--- config.mk ---
export PLATFORM = sky130hd
export DESIGN_NAME = fwd_hazard_unit
export DESIGN_NICKNAME = d
export VERILOG_FILES = /design/src/rtl/fwd_pkg.sv /design/src/rtl/fwd_operand_sel.sv /design/src/rtl/fwd_loaduse_det.sv /design/src/rtl/fwd_fault_ctl.sv /design/src/rtl/fwd_hazard_unit.sv
export SDC_FILE = /design/constraint.sdc
export NUM_CORES = 1
export LEC_CHECK = 0
export BUFFER_PORTS_ARGS = -buffer_cell sky130_fd_sc_hd__buf_2
export CAP_MARGIN = 20
export CORE_UTILIZATION = 36
export CTS_CLUSTER_SIZE = 30
export DETAILED_ROUTE_END_ITERATION = 16
export GPL_TIMING_DRIVEN = 1
export PLACE_DENSITY = 0.84
export SYNTH_ARGS = -nofsm -noshare
export SYNTH_HDL_FRONTEND = slang
export SYNTH_SLANG_ARGS = --single-unit
--- constraint.sdc ---
create_clock -name clk -period 6.1 [get_ports clk]
set_input_delay 1.83 -clock clk [delete_from_list [all_inputs] [get_ports clk]]
set_output_delay 1.83 -clock clk [all_outputs]
set_load 0.02 [all_outputs]
--- src/rtl/fwd_pkg.sv ---
// Shared types for the bypass and interlock controller.
// Assumes two ALU operands, each fed by a three-way multiplexer.
package fwd_pkg;
    typedef enum logic [1:0] {
        OPSRC_RF  = 2'd0,
        OPSRC_EXM = 2'd1,
        OPSRC_MWB = 2'd2
    } opsrc_e;
endpackage

--- src/rtl/fwd_operand_sel.sv ---
// Picks the source of one ALU operand.
// Assumes the "live" inputs already combine each producer's valid flag
// and write-enable. The younger producer (execute/memory) wins over the
// older one, and register 0 is never bypassed.
module fwd_operand_sel
    import fwd_pkg::*;
#(
    parameter int AW = 5
) (
    input  logic [AW-1:0] rs,
    input  logic [AW-1:0] exm_rd,
    input  logic          exm_live,
    input  logic [AW-1:0] mwb_rd,
    input  logic          mwb_live,
    output opsrc_e        sel
);
    localparam logic [AW-1:0] ZERO_REG = '0;

    logic src_nonzero;
    logic hit_exm;
    logic hit_mwb;

    assign src_nonzero = (rs != ZERO_REG);
    assign hit_exm     = src_nonzero && exm_live && (exm_rd == rs);
    assign hit_mwb     = src_nonzero && mwb_live && (mwb_rd == rs);

    // Priority choice: younger producer first, then older, then register file.
    always_comb begin
        if (hit_exm)      sel = OPSRC_EXM;
        else if (hit_mwb) sel = OPSRC_MWB;
        else              sel = OPSRC_RF;
    end
endmodule

--- src/rtl/fwd_loaduse_det.sv ---
// Detects a load in execute whose result a decode-stage source needs.
// Assumes sources are given as a packed array with one "used" bit each.
module fwd_loaduse_det #(
    parameter int AW   = 5,
    parameter int NSRC = 2
) (
    input  logic [NSRC-1:0][AW-1:0] id_rs,
    input  logic [NSRC-1:0]         id_use,
    input  logic [AW-1:0]           ld_rd,
    input  logic                    ld_live,
    output logic                    hit
);
    localparam logic [AW-1:0] ZERO_REG = '0;

    logic [NSRC-1:0] src_hit;

    for (genvar g = 0; g < NSRC; g++) begin : g_src
        // One comparator for each decode-stage source.
        assign src_hit[g] = id_use[g] && (id_rs[g] == ld_rd);
    end

    assign hit = ld_live && (ld_rd != ZERO_REG) && (|src_hit);
endmodule

--- src/rtl/fwd_fault_ctl.sv ---
// Turns a memory-stage fault into flush requests and cancels the faulting
// instruction's write one cycle later, when it reaches write-back.
// Assumes the faulting instruction advances into write-back on the next clock.
module fwd_fault_ctl (
    input  logic clk,
    input  logic rst_n,
    input  logic fault_live,
    input  logic wb_live_raw,
    output logic flush,
    output logic cancel_q,
    output logic rf_we
);
    // Remember that the instruction entering write-back has faulted.
    always_ff @(posedge clk) begin
        if (!rst_n) cancel_q <= 1'b0;
        else        cancel_q <= fault_live;
    end

    assign flush = fault_live;
    assign rf_we = wb_live_raw && !cancel_q;
endmodule

--- src/rtl/fwd_hazard_unit.sv ---
// Top of the bypass and interlock controller for a five-stage in-order pipeline.
// Assumes decoded register numbers and valid flags come from the pipeline
// registers, and that the outputs drive the muxes and stage enables directly.
// A flush takes precedence over a load-use hold.
module fwd_hazard_unit
    import fwd_pkg::*;
#(
    parameter int AW = 5
) (
    input  logic          clk,
    input  logic          rst_n,
    input  logic [AW-1:0] id_rs1,
    input  logic [AW-1:0] id_rs2,
    input  logic          id_use1,
    input  logic          id_use2,
    input  logic [AW-1:0] ex_rs1,
    input  logic [AW-1:0] ex_rs2,
    input  logic [AW-1:0] ex_rd,
    input  logic          ex_we,
    input  logic          ex_load,
    input  logic          ex_valid,
    input  logic [AW-1:0] mem_rd,
    input  logic          mem_we,
    input  logic          mem_valid,
    input  logic          mem_fault,
    input  logic [AW-1:0] wb_rd,
    input  logic          wb_we,
    input  logic          wb_valid,
    output logic [1:0]    sel_a,
    output logic [1:0]    sel_b,
    output logic          hold_front,
    output logic          idex_bubble,
    output logic          flush_ifid,
    output logic          exmem_bubble,
    output logic          rf_we
);
    localparam int NSRC = 2;

    logic exm_live;
    logic mwb_live;
    logic ld_live;
    logic ld_hit;
    logic flush;
    logic cancel_q;
    opsrc_e sel_a_e;
    opsrc_e sel_b_e;
    logic [NSRC-1:0][AW-1:0] id_rs_arr;
    logic [NSRC-1:0]         id_use_arr;

    // A cancelled write-back instruction is not a legal bypass source.
    assign exm_live   = mem_valid && mem_we;
    assign mwb_live   = wb_valid && wb_we && !cancel_q;
    assign ld_live    = ex_valid && ex_we && ex_load;
    assign id_rs_arr  = {id_rs2, id_rs1};
    assign id_use_arr = {id_use2, id_use1};

    fwd_operand_sel #(.AW(AW)) u_sel_a (
        .rs(ex_rs1), .exm_rd(mem_rd), .exm_live(exm_live),
        .mwb_rd(wb_rd), .mwb_live(mwb_live), .sel(sel_a_e)
    );

    fwd_operand_sel #(.AW(AW)) u_sel_b (
        .rs(ex_rs2), .exm_rd(mem_rd), .exm_live(exm_live),
        .mwb_rd(wb_rd), .mwb_live(mwb_live), .sel(sel_b_e)
    );

    fwd_loaduse_det #(.AW(AW), .NSRC(NSRC)) u_ld (
        .id_rs(id_rs_arr), .id_use(id_use_arr),
        .ld_rd(ex_rd), .ld_live(ld_live), .hit(ld_hit)
    );

    fwd_fault_ctl u_fault (
        .clk(clk), .rst_n(rst_n),
        .fault_live(mem_valid && mem_fault),
        .wb_live_raw(wb_valid && wb_we),
        .flush(flush), .cancel_q(cancel_q), .rf_we(rf_we)
    );

    // Stage-control outputs; a flush wins over a load-use hold.
    always_comb begin
        sel_a        = sel_a_e;
        sel_b        = sel_b_e;
        hold_front   = ld_hit && !flush;
        idex_bubble  = ld_hit || flush;
        flush_ifid   = flush;
        exmem_bubble = flush;
    end
endmodule

# After elaboration in Yosys (flattened, before gate mapping)
# Index checks and enable logic that the tools add are counted.
# op_classes
n_mux	4
eq_ne	6
reduce_logical	26
# op_table
operator	n
$eq A5 B5 Y1	6
$logic_and A1 B1 Y1	19
$reduce_bool A5 Y1	3
$mux W2	4
$logic_not A1 Y1	2
$reduce_or A2 Y1	1
$logic_or A1 B1 Y1	1
# totals
wordCells	37
output_inout_bits	9
regBits	1
inputBits	47

# Logic depth before layout (Yosys ltp)
# depth
ltp_word	6
ltp_mapped	4
mapped_depth_nobuf	4

# Hierarchy
# From an unflattened synthesis, not the netlist that was laid out.
# hier_totals
hier_cells	67
hier_area_um2	530.5
# by_module_without_submodules
module	cells_each	instances	seq_area_each_um2	area_per_inst_um2
fwd_operand_sel	19	2	0.0	146.4
fwd_loaduse_det	17	1	0.0	133.9
fwd_hazard_unit	8	1	0.0	56.3
fwd_fault_ctl	4	1	20.0	47.5

# Worst setup path before layout
# Ideal clock, no wire load.
# synth_timing
path_kind	input port to output port
start	input ex_rs1[0]
end	output sel_a[1]
setup_slack_ns	1.248
n_path_buf	0
t_arrival_ns	3.022
stages	4
cell_sequence	or4_4 -> nor2_4 -> nor3_2 -> nor4_2
# synth_lines
element	line_no	source
start, declared	fwd_hazard_unit.sv:16	input logic [AW-1:0] ex_rs1,
$reduce_bool A5 Y1	fwd_operand_sel.sv:23	assign src_nonzero = (rs != ZERO_REG);
$logic_and A1 B1 Y1	fwd_operand_sel.sv:24	assign hit_exm = src_nonzero && exm_live && (exm_rd == rs);
$logic_and A1 B1 Y1 (*)	fwd_operand_sel.sv:24	
net u_sel_a.hit_exm	fwd_operand_sel.sv:20	logic hit_exm;
$mux W2 (*)	fwd_operand_sel.sv:29	if (hit_exm) sel = OPSRC_EXM;
end, declared	fwd_hazard_unit.sv:29	output logic [1:0] sel_a,
# The timed path passes the listed nets; every way through them passes the cells marked *.

# Worst setup path after layout
# layout_timing
start	input ex_rs1[0]
end	output sel_a[1]
# layout_via
elab_chain_cells	5
# layout_lines
element	line_no	source
$reduce_bool A5 Y1	fwd_operand_sel.sv:23	
$logic_and A1 B1 Y1 (2 in series)	fwd_operand_sel.sv:25	assign hit_mwb = src_nonzero && mwb_live && (mwb_rd == rs);
$mux W2	fwd_operand_sel.sv:30	else if (hit_mwb) sel = OPSRC_MWB;
$mux W2 (*)	fwd_operand_sel.sv:29	
# Mark *: on every way between the ends. The rest lies on a longest branch, timed or not.

==> impl_metrics.ini <==
[timing]
slew_viol_final = 0
setup_viol = 0
whs_ns = 2.07
relSlewSlack_pct = 78.7
tightest_slew_ns = 0.317
fin_crit_ns = 4.93
post-route-period-util_pct = 80.9
tns_ns = 0
grt_setup_unrepaired = false
hold_violations = 0
max_freq_ghz = 0.203

[cells_and_area]
multiInputGateArea_um2 = 472
final-seq-area_um2 = 20.0
final_cells = 129
antennaDiodeCount = 0
largest_register = u_fault.cancel_q
num-fill-cells = 129
syn2layout_area_growth_pct = 52.8
nets = 163
largest_reg_flops = 1
drive_gt1_share_pct = 55.3
top_regs = u_fault.cancel_q x1

[global_route]
grt_pass1_vias = 505
grt_max_degree = 5
antenna_found_initial = 0
grtUsageTotal_pct = 17.0
grt_first_pass_wirelength_um = 1860
grt_overflow = 0

[synth]
synth.mux.area_fraction_pct = 0
avgSynthCellArea_um2 = 8.29
yosysTopAreaCellShare_pct = 37.5
seq_area_frac_synth_pct = 3.89
syn_area_um2 = 514
synthTopCellsByArea = xnor2_1, xor2_1, nand4_1
synth_top_cell_by_area = xnor2_1
synth_top_family_by_area = XOR/XNOR gates
synthArstFlopShare_pct = 0
synth.most_common_cell = xnor2_1
synth_common_cells = xnor2_1, xor2_1, nand4_1, buf_4, nand2_1
synth_nets = 109
synth_edf_count = 0
synthAdderAreaFrac_pct = 0
synth_seq_cells = 1
synthSimpleGateAreaFrac_pct = 35.8
synth-main-ff-cell = dfxtp_1
synth_xor_area_share_pct = 51.1
synth_compound_area_share_pct = 4.87
syn_inst = 62
yosys_warnings = 0
synthDistinctLibCells = 21

[pwr]
leakage_nw = 0.358
p_per_area_mw_per_mm2 = 72.4
ir_worst_vdd_uv = 32.9

[floorplanning]
dieWidth_um = 39.8
dieHeight_um = 39.8
num_rows = 13
dieArea_mm2 = 0.00158
ios = 56
core_mm2 = 0.00132
start_util_pct = 39.0

[routing]
num_vias = 639
routed_via_density = 4.95
ant_nets = 0
drt_wl_total_um = 1420
drtPass1Iterations = 1
wl_per_cell_um = 11.0
drc = 0
initialDrtViolationCount = 0

[critical_path]
critical_path.endpoint_type = output pin
critPathMaxFanout = 3
critPathLaunchType = input pin
cp.required_ns = 4.27
critPathArrivalTime_ns = 3.10
path_class = input pin to output pin

[placed_design]
dp_hpwl_um = 1380
globalplace.congestion = 0.761
placed_cells = 129
numPortBuffers = 55

[status]
status = complete, no violations

[min_path]
hold_path_class = input pin to flop

[clocking]
postCtsResizedCells = 0
post_cts_buffers = 0
path_clk_slew_ns = 0
holdBufCountCts = 0

[job]
max_cap_violations = 0
[final cells by class]
type | instances | share of cell area (%)
multi-input cells | 58 | 60.0
repair buffers | 55 | 35.0
well taps | 15 | 2.39
flip-flops and latches | 1 | 2.55
[cells in the final DEF, fill, tap and decap left out, types with 2 or more instances in the layout]
cell type  count
buf_2         55
nand2_1        3
nand3_1        2
nand4_1        4
nor2_4         2
nor3_2         2
nor4_1         2
nor4_2         2
or4_4          2
xnor2_1       22
xor2_1         8
[metrics by stage]
step                cell area [µm²]  utilization (%)  total power (W)  setup slack (ns)
finish                          786             59.6        0.0000569              1.17
global route                    786             59.6        0.0000615              1.08
CTS                             786             59.6        0.0000574              1.15
detailed placement              786             59.6        0.0000573              1.15
global placement                786             59.6        0.0000561              1.19
floorplan                       514                -        0.0000318              1.25
[layer usage]
metal	up-vias	GRT usage, %	share of wire (%)
met5	-	0	0
li1	324	-	-
met2	48	39.3	55
met1	267	15.8	32
met4	0	0	0
met3	0	1.14	13
[where the power goes]
group          internal, W  switching (W)
registers       0.00000694   0.0000000678
clock network            0              0
logic            0.0000262      0.0000237
total            0.0000332      0.0000237
[critical path: stages]
cell,delay [ns]
buf_2,0.12
or4_4,0.54
nor2_4,0.12
nor3_2,0.06
nor4_2,0.23
buf_2,0.20
[cells by family after synthesis]
logic type,Yosys count
xor+xnor,30
simple gates,25
compound gates,3
buf+inv,3
flops,1
[worst paths after layout]
check	startpoint	end	slack, ns	cells after the start
min	rst_n	u_fault.cancel_q	2.07	2
max	ex_rs1[0]	sel_a[1]	1.17	6
Power figures use the tool's default switching activity.
